==> src/rtl/scan_pkg.sv <==
package scan_pkg;
  typedef enum logic [1:0] {
    ST_IDLE = 2'd0,
    ST_CONV = 2'd1,
    ST_XFER = 2'd2
  } seq_state_t;
endpackage

==> src/rtl/scan_chan_sel.sv <==
module scan_chan_sel #(
  parameter int CH_W = 8
) (
  input  logic            clk,
  input  logic            rst,
  input  logic            ld_chan,
  input  logic            ld_final,
  input  logic [CH_W-1:0] din,
  input  logic            step,
  input  logic            scan,
  output logic [CH_W-1:0] chan
);
  logic [CH_W-1:0] fin_q;
  logic            at_final;

  assign at_final = (chan == fin_q);

  always_ff @(posedge clk) begin
    if (rst) begin
      chan  <= '0;
      fin_q <= '0;
    end else begin
      if (ld_final) fin_q <= din;
      if (ld_chan) begin
        chan <= din;
      end else if (step) begin
        // scan mode returns to 0 after the final channel is converted
        if (scan && at_final) chan <= '0;
        else                  chan <= chan + 1'b1;
      end
    end
  end
endmodule

==> src/rtl/scan_xfer_ctr.sv <==
module scan_xfer_ctr #(
  parameter int ADDR_W = 15,
  parameter int WC_W   = 12
) (
  input  logic              clk,
  input  logic              rst,
  input  logic              ld_addr,
  input  logic              ld_count,
  input  logic [ADDR_W-1:0] addr_in,
  input  logic [WC_W-1:0]   count_in,
  input  logic              step,
  output logic [ADDR_W-1:0] addr,
  output logic              last_word
);
  logic [WC_W-1:0] wc_q;

  // count is held negated; the word that brings it to zero is the last
  assign last_word = &wc_q;

  always_ff @(posedge clk) begin
    if (rst) begin
      addr <= '0;
      wc_q <= '0;
    end else begin
      if (ld_addr)   addr <= addr_in;
      else if (step) addr <= addr + 1'b1;
      if (ld_count)  wc_q <= count_in;
      else if (step) wc_q <= wc_q + 1'b1;
    end
  end
endmodule

==> src/rtl/scan_seq_fsm.sv <==
module scan_seq_fsm
  import scan_pkg::*;
(
  input  logic clk,
  input  logic rst,
  input  logic cmd_start,
  input  logic cmd_pulse,
  input  logic conv_done,
  input  logic dma_grant,
  input  logic last_word,
  output logic busy,
  output logic done,
  output logic conv_start,
  output logic dma_req,
  output logic auto_mode,
  output logic capture,
  output logic xfer_step
);
  seq_state_t state;

  assign capture   = (state == ST_CONV) && conv_done;
  assign xfer_step = (state == ST_XFER) && dma_grant;

  always_ff @(posedge clk) begin
    if (rst) begin
      state      <= ST_IDLE;
      busy       <= 1'b0;
      done       <= 1'b0;
      conv_start <= 1'b0;
      dma_req    <= 1'b0;
      auto_mode  <= 1'b0;
    end else begin
      conv_start <= 1'b0;
      case (state)
        ST_IDLE: begin
          if (cmd_pulse || cmd_start) begin
            state      <= ST_CONV;
            conv_start <= 1'b1;
            busy       <= 1'b1;
            done       <= 1'b0;
            auto_mode  <= cmd_pulse;
          end
        end
        ST_CONV: begin
          if (conv_done) begin
            if (auto_mode) begin
              state   <= ST_XFER;
              dma_req <= 1'b1;
            end else begin
              state <= ST_IDLE;
              busy  <= 1'b0;
              done  <= 1'b1;
            end
          end
        end
        ST_XFER: begin
          if (dma_grant) begin
            dma_req <= 1'b0;
            if (last_word) begin
              state <= ST_IDLE;
              busy  <= 1'b0;
              done  <= 1'b1;
            end else begin
              state      <= ST_CONV;
              conv_start <= 1'b1;
            end
          end
        end
        default: state <= ST_IDLE;
      endcase
    end
  end
endmodule

==> src/rtl/scan_dma_seq.sv <==
module scan_dma_seq #(
  parameter int DATA_W = 16,
  parameter int ADDR_W = 15,
  parameter int WC_W   = 12,
  parameter int CH_W   = 8
) (
  input  logic              clk,
  input  logic              rst,
  input  logic [DATA_W-1:0] host_data,
  input  logic              ld_addr,
  input  logic              ld_count,
  input  logic              ld_chan,
  input  logic              ld_final,
  input  logic              cmd_start,
  input  logic              cmd_pulse,
  output logic              conv_start,
  output logic [CH_W-1:0]   conv_chan,
  input  logic              conv_done,
  input  logic [DATA_W-1:0] conv_data,
  output logic              dma_req,
  output logic [ADDR_W-1:0] dma_addr,
  output logic [DATA_W-1:0] dma_data,
  input  logic              dma_grant,
  output logic              busy,
  output logic              done,
  output logic [ADDR_W-1:0] rd_addr,
  output logic [CH_W-1:0]   rd_chan,
  output logic [DATA_W-1:0] result
);
  logic host_ok, auto_mode, capture, xfer_step, last_word;
  logic [CH_W-1:0] chan;

  assign host_ok   = !busy;
  assign conv_chan = chan;
  assign rd_chan   = chan;

  scan_seq_fsm u_fsm (
    .clk(clk), .rst(rst),
    .cmd_start(cmd_start), .cmd_pulse(cmd_pulse),
    .conv_done(conv_done), .dma_grant(dma_grant), .last_word(last_word),
    .busy(busy), .done(done), .conv_start(conv_start), .dma_req(dma_req),
    .auto_mode(auto_mode), .capture(capture), .xfer_step(xfer_step)
  );

  scan_chan_sel #(.CH_W(CH_W)) u_chan (
    .clk(clk), .rst(rst),
    .ld_chan(ld_chan && host_ok), .ld_final(ld_final && host_ok),
    .din(host_data[CH_W-1:0]),
    .step(capture), .scan(auto_mode),
    .chan(chan)
  );

  scan_xfer_ctr #(.ADDR_W(ADDR_W), .WC_W(WC_W)) u_xfer (
    .clk(clk), .rst(rst),
    .ld_addr(ld_addr && host_ok), .ld_count(ld_count && host_ok),
    .addr_in(host_data[ADDR_W-1:0]), .count_in(host_data[WC_W-1:0]),
    .step(xfer_step),
    .addr(rd_addr), .last_word(last_word)
  );

  always_ff @(posedge clk) begin
    if (rst) begin
      result   <= '0;
      dma_addr <= '0;
      dma_data <= '0;
    end else if (capture) begin
      result <= conv_data;
      if (auto_mode) begin
        dma_addr <= rd_addr;
        dma_data <= conv_data;
      end
    end
  end
endmodule

==> config.mk <==
export PLATFORM = sky130hd
export DESIGN_NAME = scan_dma_seq
export DESIGN_NICKNAME = d
export VERILOG_FILES = /design/src/rtl/scan_pkg.sv /design/src/rtl/scan_chan_sel.sv /design/src/rtl/scan_xfer_ctr.sv /design/src/rtl/scan_seq_fsm.sv /design/src/rtl/scan_dma_seq.sv
export SDC_FILE = /design/constraint.sdc
export NUM_CORES = 1
export LEC_CHECK = 0
export BUFFER_PORTS_ARGS = -buffer_cell sky130_fd_sc_hd__clkbuf_2
export CAP_MARGIN = 20
export CORE_MARGIN = 4
export CORE_UTILIZATION = 58
export DETAILED_ROUTE_END_ITERATION = 8
export PLACE_DENSITY = 0.86
export SETUP_SLACK_MARGIN = 0.15
export SYNTH_ARGS = -nofsm -noshare
export SYNTH_HDL_FRONTEND = slang
export SYNTH_HIERARCHICAL = 1
export SYNTH_SLANG_ARGS = --single-unit
==> constraint.sdc <==
create_clock -name clk -period 5.07 [get_ports clk]
set_clock_uncertainty 0.2 [all_clocks]
set_input_delay 0.507 -clock clk [delete_from_list [all_inputs] [get_ports clk]]
set_output_delay 0.507 -clock clk [all_outputs]
set_load 0.03 [all_outputs]
# --- Yosys cells after proc, flatten, opt, wreduce, memory -nomap -nowiden ---
# Index checks and enable logic that the tools add are counted.
totals:
  out_inout_bits: 82
  inputBits: 42
  wordCells: 79
  regBits: 97
op_classes:
  n_eq_ne: 9
  mux: 33
  n_reduce_logical: 21
  add_sub_neg: 3
ops:
  columns: ["operator", "count"]
  rows:
  - ["15-bit two-way mux", 2]
  - ["12-bit two-way mux", 2]
  - ["8-bit two-way mux", 3]
  - ["1-bit two-way mux", 17]
  - ["15-bit by 1-bit adder with 15-bit output (second input constant)", 1]
  - ["12-bit by 1-bit adder with 12-bit output (second input constant)", 1]
  - ["12-bit AND reduction", 1]
  - ["8-bit by 1-bit adder with 8-bit output (second input constant)", 1]
  - ["8-bit equality test", 1]
  - ["2-bit two-way mux", 4]
  - ["2-bit != test (second input constant)", 4]
  - ["2-bit nonzero test", 4]
  - ["1-bit logical AND", 7]
  - ["1-bit one-hot mux with 3 select lines", 2]
  - ["2-bit one-hot mux with 3 select lines", 1]
  - ["6-bit AND reduction", 1]
  - ["2-bit by 1-bit != test with 1-bit output (second input constant)", 2]
  - ["1-bit one-hot mux with 2 select lines", 2]
  - ["2-bit AND reduction", 2]
  - ["4-bit AND reduction", 1]
  - ["3-bit AND reduction", 1]
  - ["3-bit nonzero test", 1]
  - ["2-bit by 1-bit equality test with 1-bit output (second input constant)", 1]
  - ["2-bit equality test (second input constant)", 1]
  - ["other kinds (3)", 3]

# --- Logic depth before layout (Yosys ltp) ---
logic_depth:
  depth_word: 5
  depth_mapped: 9
  depth_no_buf: 8

# --- Cells and area by module ---
# Netlist, hierarchy kept.
modules_own_cells:
  columns: ["mod", "seq_area_each_um2", "n_inst", "area_per_inst_um2", "cells_per_inst"]
  rows:
  - ["scan_dma_seq", 940.9, 1, 2288.4, 205]
  - ["scan_xfer_ctr", 540.5, 1, 1486.4, 184]
  - ["scan_chan_sel", 320.3, 1, 887.1, 96]
  - ["scan_seq_fsm", 140.1, 1, 419.2, 50]

# --- Worst setup path after synthesis ---
# OpenSTA, ideal clock, no wires.
synth_timing:
  kind: "reg-to-reg"
  from: "register u_fsm.state[0]"
  to: "register u_xfer.addr[12]"
  slack_ns: 2.942
  arrival_ns: 1.796
  setup_ns: 0.132
  path_stages_with_launch: 9
  required_ns: 4.738
  synth_period_minus_slack_ns: 2.128
  n_path_buf: 1
  path_cell_list: "dfxtp_1 inv_1 ha_1 and2_2 buf_2 nand2_1 or4_4 nor3b_1 a2111oi_2"
synth_between:
  elab_chain_cells: 3
synth_rtl:
  columns: ["item", "line", "rtl"]
  rows:
  - ["from (decl)", "scan_seq_fsm.sv:19", "seq_state_t state;"]
  - ["from (signal assigned)", "scan_seq_fsm.sv:26", "state <= ST_IDLE;"]
  - ["from (signal assigned)", "scan_seq_fsm.sv:37", "state <= ST_CONV;"]
  - ["from (signal assigned)", "scan_seq_fsm.sv:47", "state <= ST_XFER;"]
  - ["2-bit equality test", "scan_seq_fsm.sv:22", "assign xfer_step = (state == ST_XFER) && dma_grant;"]
  - ["1-bit logical AND", "scan_seq_fsm.sv:22", null]
  - ["via xfer_step", "scan_dma_seq.sv:30", "logic host_ok, auto_mode, capture, xfer_step, last_word;"]
  - ["2-bit nonzero test (no source line)", null, null]
  - ["to (signal assigned)", "scan_xfer_ctr.sv:25", "if (ld_addr) addr <= addr_in;"]
  - ["to (signal assigned)", "scan_xfer_ctr.sv:26", "else if (step) addr <= addr + 1'b1;"]
  - ["to (decl)", "scan_xfer_ctr.sv:12", "output logic [ADDR_W-1:0] addr,"]
# The timed path passes the listed nets, and every way through them passes these cells.
# A chain may end at the register's enable or synchronous reset.

# --- Final worst setup path ---
layout_timing:
  from: "register u_fsm.state[1]"
  to: "register u_chan.chan[6]"
layout_between:
  elab_chain_cells: 3
layout_rtl:
  columns: ["item", "line", "rtl"]
  rows:
  - ["2-bit by 1-bit equality test with 1-bit output", "scan_seq_fsm.sv:21", "assign capture = (state == ST_CONV) && conv_done;"]
  - ["1-bit logical AND", "scan_seq_fsm.sv:21", null]
  - ["via capture", "scan_dma_seq.sv:30", null]
  - ["2-bit nonzero test (no source line)", null, null]
  - ["to (signal assigned)", "scan_chan_sel.sv:25", "chan <= din;"]
  - ["to (signal assigned)", "scan_chan_sel.sv:29", "else chan <= chan + 1'b1;"]
  - ["to (decl)", "scan_chan_sel.sv:11", "output logic [CH_W-1:0] chan"]
# The timed path passes the listed nets, and every way through them passes these cells.

==> flow_summary.toml <==
[outcome]
status = "finished, final reports clean"

[layout]
fillers = 698
diodes = 0
nNetsFinal = 677
final_cell_mix = "clkbuf_2 (121), dfxtp_1 (96), nor2_1 (55)"
drive_above_1_share_pct = 31.5
syn_to_final_growth_pct = 12.7
final_common_cell = "clkbuf_2"

[setup_path]
critPathArrivalTime_ps = 2790
crit_fanout = 85
crit_required_ps = 5130
cp-start-kind = "flop"
endpoint_kind = "flop"
setup.worst_path.class = "flop to flop"

[clock_network]
cts-root-buf = "clkbuf_8"
cts_buffer_depth = 2
cts_max_level = 3
cts_num_sinks = 97
numCtsBuffers = 9
hold_buffers = 0
cts.clk_slew.worst_paths_ps = 90
cts_setup_buffers = 0
insertion_delay_ps = 360
cts_resized = 0
cts_tree = "built"

[power]
power.switching_mw = 0.652
clkPwrFrac_pct = 28.8
p_int_mw = 1.27
power_frac_seq_pct = 46.8
pwr-share-comb_pct = 24.4
ir_drop_v = 0.000191
switching_share_pct = 33.9
leakagePower_nw = 2.32
power.density_nw_per_um2 = 336

[timing]
rsz0062_at_grt = "false"
period_share_pct = 53.8
tightest_slew_ps = 1070
finalWorstSetupSlack_ps = 2340
max_freq_ghz = 0.367
period_minus_slack_ps = 2730
setup_tns_ps = 0
hold_viol = 0
relSlewSlack_pct = 28.8
setup_violations = 0
maxSlewViolCount = 0

[floorplanning]
core_area_sq_um = 8380
die_h_microns = 102
dieArea_sq_um = 10300
initial_core_util_pct = 60.6
die_w_microns = 102
rows = 33
io_pins = 124

[detailed_routing]
dr_total_vias = 4222
dr.pass1.iters = 5
post_drt_wl_per_cell_microns = 16.1
ant_nets = 0
drt-initial-drc-count = 269
totalWireLength_microns = 11800
drc_errors = 0
vias_per_cell = 5.74

[placement]
gp_congestion = 0.834
hpwl_microns = 8100
portBuffers = 122
place_ws_ps = 2440

[logic_synthesis]
synth.largest_area_cell = "dfxtp_1"
yosysWarningCount = 6
synth.avg_cell_area_sq_um = 9.50
yosysTopAreaCellShare_pct = 38.2
synth_edf_count = 0
synthArstFlopShare_pct = 0
seq_area_frac_synth_pct = 38.2
synth_cell_type_count = 56
yosys-top-cells-area = "dfxtp_1 (38%), mux2i_1 (6.3%), a21bo_1 (6.1%)"
synth_ff_type = "dfxtp_1"
ys_seq_elements = 97
synth_area_sq_um = 5080
synth_cells = 535
synth_fp_nets = 585

[global_routing]
grt_pass1_wl_microns = 19100
antenna_found_initial = 0
grt-ovfl-total = 0
grt_max_degree = 86
first_global_vias = 4094
track_usage_pct = 22.9

[flow_run]
drv_cap = 0

[min_path]
min_path_type = "input port to flop"
-- cell usage after synthesis, types with 2 or more instances --
master and n:
nand2_1 26, o31ai_1 5, and3_1 8, a31oi_1 7
mux2i_1 32, o21ai_0 5, o21a_1 5, nand3_2 21
nor2_1 55, buf_6 10, nor3_1 6, nor3b_1 3
xor2_1 12, inv_1 15, buf_4 11, or3_1 4
dfxtp_1 97, o22ai_1 2, ha_1 8, a211oi_1 8
a21oi_1 20, a311oi_1 2, and4_1 3, nor2b_1 5
nor4_1 5, a21bo_1 31, clkbuf_1 9, buf_12 3
nand2b_1 4, a21oi_2 29, buf_2 9, nand4_1 12
buf_1 2, xnor2_1 19, nand3_1 21
-- critical path, cell delays in order, from the launching register on --
cell,delay [ps]
dfxtp_1,350
inv_1,110
ha_1,260
and2_4,870
nand3_1,400
o31ai_1,370
-- final cells by class --
cell class | count | area [sq um] | area share, %
Clock buffer | 11 | 141 | 2.47
Clock inverter | 4 | 76.3 | 1.33
Inverter | 16 | 60.1 | 1.05
Multi-Input combinational cell | 378 | 2740 | 47.8
Sequential cell | 97 | 1940 | 33.9
Tap cell | 105 | 131 | 2.29
Timing Repair Buffer | 125 | 636 | 11.1
-- stage by stage --
step	utilization (%)	power, mW	hold WS, ps	instances	instance area, sq um
after floorplan	-	1.29	282	535	5080
after global placement	65.7	1.36	259	721	5510
after detailed placement	65.7	1.38	273	721	5510
after CTS	68.3	1.93	180	736	5730
after global routing	68.3	2.01	176	736	5730
final	68.3	1.92	196	736	5730
-- power groups by stage --
stage	Clock (mW)	Sequential (mW)	Combinational (mW)
floorplan	0	0.977	0.311
global placement	0	0.913	0.451
detailed placement	0	0.916	0.467
CTS	0.567	0.899	0.469
global route	0.595	0.910	0.507
finish	0.553	0.899	0.470
-- sequential cells by signal, indices dropped and copies added, names as in the netlist --
name,count
dma_addr,15
dma_data,16
result,16
u_chan/chan,8
u_chan/fin_q,8
u_fsm/auto_mode,1
u_fsm/busy,1
u_fsm/conv_start,1
u_fsm/dma_req,1
u_fsm/done,1
u_fsm/state,2
u_xfer/addr,15
u_xfer/wc_q,12
-- final timing paths --
check	end	slack, ps	start	depth (start not counted)
worst min-delay path	dma_data[6]$_SDFFE_PP0P_	200	conv_data[6]	3
worst max-delay path	u_chan/chan[6]$_SDFFE_PP0P_	2340	u_fsm/state[1]$_SDFFE_PP0P_	5
worst min register to register	u_fsm/done$_SDFFE_PP0P_	280	u_fsm/done$_SDFFE_PP0P_	2
worst max register to register	u_chan/chan[6]$_SDFFE_PP0P_	2340	u_fsm/state[1]$_SDFFE_PP0P_	5
-- routing by layer --
metal,vias to the layer above,global-route usage [%],wire (microns)
met5,-,0,0
met4,0,6.85,170
met3,21,6.68,934
met2,164,37.7,5580
met1,1970,29.0,5150
li1,2067,-,-
-- cell families after synthesis --
| logic type | synth area share, % |
|---|---|
| DFF | 38.2 |
| adders and majority gates | 1.97 |
| AOI/OAI and AO/OA | 19.3 |
| and+or+nand+nor | 20.4 |
| muxes | 6.53 |
| xor gates and xnor gates | 5.66 |
| buffers and inverters | 7.90 |
(Power assumes the default switching activity.)
